**src/rtl/sgi_pkg.sv**
```systemverilog
package sgi_pkg;
  localparam int CPU_W   = 3;
  localparam int ID_W    = 4;
  localparam int NUM_ID  = 1 << ID_W;
  localparam int MAX_CPU = 1 << CPU_W;
  localparam int LIST_LO = 16;
  localparam int MODE_LO = 24;

  typedef enum logic [1:0] {
    MODE_LIST   = 2'd0,
    MODE_OTHERS = 2'd1,
    MODE_SELF   = 2'd2,
    MODE_RSVD   = 2'd3
  } sgi_mode_e;
endpackage

```
**src/rtl/sgi_decode.sv**
```systemverilog
module sgi_decode
  import sgi_pkg::*;
#(
  parameter int NCPU = 8
) (
  input  logic             wr_valid,
  input  logic [31:0]      wr_data,
  input  logic [CPU_W-1:0] wr_cpu,
  output logic             wr_go,
  output logic [ID_W-1:0]  wr_id,
  output sgi_mode_e        wr_mode,
  output logic [NCPU-1:0]  tgt
);
  logic [MAX_CPU-1:0] list;
  logic               cpu_ok;

  always_comb begin
    wr_id   = wr_data[ID_W-1:0];
    list    = wr_data[LIST_LO +: MAX_CPU];
    wr_mode = sgi_mode_e'(wr_data[MODE_LO +: 2]);
    cpu_ok  = ({1'b0, wr_cpu} < (CPU_W+1)'(NCPU));
    wr_go   = wr_valid && cpu_ok && (wr_mode != MODE_RSVD);
    for (int c = 0; c < NCPU; c++) begin
      case (wr_mode)
        MODE_LIST:   tgt[c] = list[c];
        MODE_OTHERS: tgt[c] = (wr_cpu != CPU_W'(c));
        MODE_SELF:   tgt[c] = (wr_cpu == CPU_W'(c));
        default:     tgt[c] = 1'b0;
      endcase
    end
  end
endmodule

```
**src/rtl/sgi_target_bank.sv**
```systemverilog
module sgi_target_bank
  import sgi_pkg::*;
#(
  parameter int NCPU = 8
) (
  input  logic                   clk,
  input  logic                   rst_n,
  input  logic                   wr_hit,
  input  logic [ID_W-1:0]        wr_id,
  input  logic [CPU_W-1:0]       wr_cpu,
  input  logic                   ack_hit,
  input  logic [ID_W-1:0]        ack_id,
  input  logic [CPU_W-1:0]       ack_src,
  output logic [NUM_ID-1:0]      pend_o,
  output logic [NUM_ID*NCPU-1:0] src_o
);
  logic [NUM_ID-1:0] pend_q, pend_n;
  logic [NCPU-1:0]   src_q [NUM_ID];
  logic [NCPU-1:0]   src_n [NUM_ID];
  logic              upd_en;

  assign upd_en = wr_hit || ack_hit;

  always_comb begin
    pend_n = pend_q;
    for (int i = 0; i < NUM_ID; i++) src_n[i] = src_q[i];
    if (ack_hit) begin
      for (int s = 0; s < NCPU; s++)
        if (ack_src == CPU_W'(s)) src_n[ack_id][s] = 1'b0;
      if (src_n[ack_id] == '0) pend_n[ack_id] = 1'b0;
    end
    if (wr_hit) begin
      for (int s = 0; s < NCPU; s++)
        if (wr_cpu == CPU_W'(s)) src_n[wr_id][s] = 1'b1;
      pend_n[wr_id] = 1'b1;
    end
  end

  always_ff @(posedge clk or negedge rst_n) begin
    if (!rst_n) begin
      pend_q <= '0;
      for (int i = 0; i < NUM_ID; i++) src_q[i] <= '0;
    end else if (upd_en) begin
      pend_q <= pend_n;
      for (int i = 0; i < NUM_ID; i++) src_q[i] <= src_n[i];
    end
  end

  assign pend_o = pend_q;
  for (genvar gi = 0; gi < NUM_ID; gi++) begin : g_flat
    assign src_o[gi*NCPU +: NCPU] = src_q[gi];

    assert_pend_tracks_src_R8: assert property (@(posedge clk) disable iff (!rst_n)
      pend_q[gi] == (src_q[gi] != '0));
  end

  assert_write_sets_R7: assert property (@(posedge clk) disable iff (!rst_n)
    wr_hit |=> pend_q[$past(wr_id)] && src_q[$past(wr_id)][$past(wr_cpu)]);

  assert_ack_clears_R8: assert property (@(posedge clk) disable iff (!rst_n)
    (ack_hit && !(wr_hit && wr_id == ack_id && wr_cpu == ack_src) &&
     ({1'b0, ack_src} < (CPU_W+1)'(NCPU)))
    |=> !src_q[$past(ack_id)][$past(ack_src)]);

  assert_write_wins_R9: assert property (@(posedge clk) disable iff (!rst_n)
    (wr_hit && ack_hit && wr_id == ack_id) |=> pend_q[$past(wr_id)]);
endmodule

```
**src/rtl/sgi_dispatch.sv**
```systemverilog
module sgi_dispatch
  import sgi_pkg::*;
#(
  parameter int NCPU = 8
) (
  input  logic                        clk,
  input  logic                        rst_n,
  input  logic                        wr_valid,
  input  logic [31:0]                 wr_data,
  input  logic [2:0]                  wr_cpu,
  output logic [31:0]                 rd_data,
  input  logic                        ack_valid,
  input  logic [2:0]                  ack_cpu,
  input  logic [3:0]                  ack_id,
  input  logic [2:0]                  ack_src,
  output logic [NCPU*16-1:0]          pending,
  output logic [NCPU*16*NCPU-1:0]     source
);
  localparam int BANK_W = NUM_ID * NCPU;

  logic            wr_go;
  logic [ID_W-1:0] wr_id;
  sgi_mode_e       wr_mode;
  logic [NCPU-1:0] tgt;
  logic            unused_bits;

  assign unused_bits = ^{wr_data[31:26], wr_data[15:4]};
  assign rd_data     = '0;

  sgi_decode #(.NCPU(NCPU)) u_decode (
    .wr_valid (wr_valid),
    .wr_data  (wr_data),
    .wr_cpu   (wr_cpu),
    .wr_go    (wr_go),
    .wr_id    (wr_id),
    .wr_mode  (wr_mode),
    .tgt      (tgt)
  );

  for (genvar gt = 0; gt < NCPU; gt++) begin : g_tgt
    logic ack_hit;
    assign ack_hit = ack_valid && (ack_cpu == CPU_W'(gt));

    sgi_target_bank #(.NCPU(NCPU)) u_bank (
      .clk     (clk),
      .rst_n   (rst_n),
      .wr_hit  (wr_go && tgt[gt]),
      .wr_id   (wr_id),
      .wr_cpu  (wr_cpu),
      .ack_hit (ack_hit),
      .ack_id  (ack_id),
      .ack_src (ack_src),
      .pend_o  (pending[gt*NUM_ID +: NUM_ID]),
      .src_o   (source[gt*BANK_W +: BANK_W])
    );
  end

  assert_rsvd_nochange_R6: assert property (@(posedge clk) disable iff (!rst_n)
    (wr_valid && wr_data[25:24] == 2'd3 && !ack_valid)
    |=> ($stable(pending) && $stable(source)));

  assert_not_self_R4: assert property (@(posedge clk) disable iff (!rst_n)
    (wr_go && wr_mode == MODE_OTHERS) |-> !tgt[wr_cpu]);

  assert_self_only_R5: assert property (@(posedge clk) disable iff (!rst_n)
    (wr_go && wr_mode == MODE_SELF) |-> ($countones(tgt) == 1 && tgt[wr_cpu]));
endmodule

```
**config.mk**
```make
export PLATFORM = sky130hd
export DESIGN_NAME = sgi_dispatch
export DESIGN_NICKNAME = d
export VERILOG_FILES = /design/src/rtl/sgi_pkg.sv /design/src/rtl/sgi_decode.sv /design/src/rtl/sgi_target_bank.sv /design/src/rtl/sgi_dispatch.sv
export SDC_FILE = /design/constraint.sdc
export NUM_CORES = 2
export LEC_CHECK = 0
export ABC_AREA = 1
export BUFFER_PORTS_ARGS = -buffer_cell sky130_fd_sc_hd__buf_2
export CAP_MARGIN = 20
export CELL_PAD_IN_SITES_DETAIL_PLACEMENT = 1
export CELL_PAD_IN_SITES_GLOBAL_PLACEMENT = 2
export CORE_AREA = 5 5 480 482
export CTS_CLUSTER_SIZE = 20
export DETAILED_ROUTE_END_ITERATION = 6
export DIE_AREA = 0 0 485 487
export GPL_TIMING_DRIVEN = 1
export PLACE_DENSITY_LB_ADDON = 0.1
export SYNTH_ARGS = -nofsm -noshare
export SYNTH_HDL_FRONTEND = slang
export SYNTH_HIERARCHICAL = 1
export SYNTH_SLANG_ARGS = --single-unit
```
**constraint.sdc**
```tcl
create_clock -name clk -period 1.75 [get_ports clk]
set_input_delay 0.175 -clock clk [delete_from_list [all_inputs] [get_ports clk]]
set_output_delay 0.175 -clock clk [all_outputs]
set_load 0.02 [all_outputs]
```
==> flow_summary.json <==
{
  "drv_slew": 0,
  "syn_to_final_growth_pct": 62.4,
  "crit_type": "input port to register",
  "io_pins": 1233,
  "die_area_um2": 236000,
  "seqPwrFrac_pct": 38.0,
  "cts_sinks": 1152,
  "place_area_um2": 85900,
  "drv_cap": 0,
  "rows": 175,
  "switching_share_pct": 31.7,
  "min_to": "g_tgt[5].u_bank/src_o[114]",
  "violations": "setup timing",
  "hold_ws_ps": 144,
  "clockBufferDepth": 3,
  "start_kind": "input port",
  "cts.clk_slew.worst_paths_ps": 60,
  "crit_buf_inv": 5,
  "worst-path-max-fanout": 12,
  "htreeDepth": 4,
  "rrSetupSlack_ps": -240,
  "cpMostUsedCell": "nand2_1",
  "drt-initial-drc-count": 6217,
  "start_util_pct": 25.8,
  "switchingPower_w": 0.0247,
  "grt_usage_pct": 34.1,
  "drt_pass1_iterations": 5,
  "setup_violations": 131,
  "cts_buffers": 150,
  "grt_max_degree": 85,
  "yosysWarningCount": 6,
  "end_kind": "register",
  "hold_path_class": "input port to register",
  "outcome": "finished, violations left",
  "dieHeight_um": 487,
  "fin_ws_ps": -377,
  "synth.avg_cell_area_um2": 7.45,
  "routed_via_density": 5.18,
  "cpPeakStageDelay_ps": 610,
  "netlist_area_um2": 58300,
  "hold_depth": 6,
  "finalCritPeriodShare_pct": 122,
  "cp_top_family": "simple AND/OR/NAND/NOR gates",
  "combPwrFrac_pct": 20.2,
  "crit_required_ps": 2490,
  "max_slew_margin_pct": 48.4,
  "clockRootBuffer": "clkbuf_16",
  "reg2reg_from": "g_tgt[5].u_bank/src_o[15]",
  "antenna_found_initial": 46,
  "cp_slowest_cell": "nor2_1",
  "tightestPinTransition_ps": 770,
  "drive_above_1_share_pct": 34.1,
  "clk_latency_ps": 810,
  "fp.dieW_um": 485,
  "wire_per_inst_um": 29.6,
  "vias": 73177,
  "cts_tree": "done",
  "coreArea_um2": 226000,
  "nNetsFinal": 11031,
  "globalplace.congestion": 0.978,
  "grt_pass1_wl_um": 582000,
  "cp_data_arrival_time_ps": 2870,
  "hold_viol": 0,
  "layout_min_cycle_time_ps": 2130,
  "grt_pass1_vias": 75356,
  "intPower_w": 0.0531,
  "skew_ps": 34.9,
  "fmax_mhz": 470,
  "reg2reg_depth": 12,
  "worstPathCellList": "buf_8 > buf_4 > inv_2 > nor2_1 > buf_4 > nand2_1 > nand3b_1 > nand3_1 > nand2_2 > nor2_4 > nand2_2 > nor2_4 > buf_12 > nand2_1 > nand2_1 > nand2_1",
  "hpwl_um": 327000,
  "drc": 0,
  "drtAntennaViolNets": 0,
  "drt_wl_total_um": 418000,
  "io_buffers": 1182,
  "overflow": 0,
  "grt_setup_unrepaired": "true",
  "power_density_nw_per_um2": 822,
  "clock_power_share_pct": 41.8,
  "timing.rr.end": "g_tgt[5].u_bank/pend_o[5]",
  "syn_inst": 7825,
  "ir_drop_mv": 0.954,
  "worstHoldStart": "ack_src[2]",
  "design_area_um2": 94600,
  "p_leak_nw": 50.1
}
==> placed cells by master, fill, tap and decap left out, drive strengths merged <==
cell type / count
o22ai: 8
bufinv: 13
conb: 32
diode: 20
nand4: 37
nand3b: 49
a21oi: 98
o21ai: 1992
a21boi: 1
clkinvlp: 3
nor3: 128
dlygate4sd3: 1
nand2: 1979
dfrtp: 1152
buf: 3256
nand3: 612
clkbuf: 232
nor2: 649
clkinv: 42
inv: 813
==> how the worst max path moves through the flow <==
stage | cells past startpoint | slack [ps] | startpoint | endpoint
floorplan | 16 | 90 | ack_id[1] | g_tgt[0].u_bank/pend_o[5]
global placement | 16 | -1070 | ack_id[1] | g_tgt[5].u_bank/pend_o[14]
detailed placement | 16 | -1020 | ack_id[1] | g_tgt[5].u_bank/pend_o[7]
CTS | 12 | -230 | g_tgt[5].u_bank/src_o[15] | g_tgt[5].u_bank/pend_o[5]
global route | 12 | -300 | g_tgt[5].u_bank/src_o[15] | g_tgt[5].u_bank/pend_o[14]
finish | 16 | -380 | ack_id[1] | g_tgt[5].u_bank/pend_o[5]
==> routing by layer <==
metal	wire [um]	share of wire [%]	global-route usage, %	vias up
li1	-	-	-	32073
met1	176000	42	44.5	37449
met2	187000	45	53.7	2994
met3	29500	7.1	6.60	649
met4	25100	6.0	17.6	12
met5	76	0.018	0	-
==> layout make-up <==
| type | count | area (um2) |
|---|---|---|
| diodes | 20 | 50.0 |
| clock buffers | 228 | 4430 |
| clock inverters | 39 | 603 |
| fillers | 27544 | 131000 |
| inverters | 832 | 3120 |
| multi-input cells | 5585 | 25800 |
| flip-flops and latches | 1152 | 28800 |
| well taps | 3009 | 3760 |
| repair buffers | 3261 | 28000 |
==> flip-flops by register name, indices dropped and copies added (netlist names) <==
register,cells
g_tgt.u_bank/pend_o,128
g_tgt.u_bank/src_o,1024
==> stage by stage <==
step | TNS (ps) | total power (W) | setup WS, ps | std cells | utilization (%)
6_report | -17180 | 0.0777 | -377 | 14126 | 41.9
5_1_grt | -26980 | 0.0804 | -305 | 14121 | 41.9
4_1_cts | -12730 | 0.0780 | -227 | 14093 | 41.5
3_5_place_dp | -451140 | 0.0447 | -1020 | 13781 | 38.0
3_3_place_gp | -423150 | 0.0445 | -1070 | 13781 | 38.0
2_1_floorplan | 0 | 0.0353 | 94.2 | 7856 | -
==> power by group through the flow <==
stage	registers (W)	logic [W]	clock network (W)
after floorplan	0.0316	0.00369	0
after global placement	0.0299	0.0146	0
after detailed placement	0.0299	0.0148	0
after CTS	0.0295	0.0155	0.0331
after global routing	0.0297	0.0166	0.0341
final	0.0295	0.0157	0.0325
==> tightest hold or removal path, stage by stage <==
cell	delay, ps
buf_4	150
inv_1	120
nand4_1	100
buf_4	210
o21ai_0	90
o21ai_0	70
==> what timing repair did <==
action                                  4_1_cts  5_1_grt
cloned                                        2        1
setup buffers                                70       18
endpoints found under the hold margin      1089        0
pin swaps                                    30       67
hold buffers                                  2        0
endpoints found under the setup margin      495      137
resized for setup                           834      191
No activity file was read; power rests on OpenSTA's default activity.
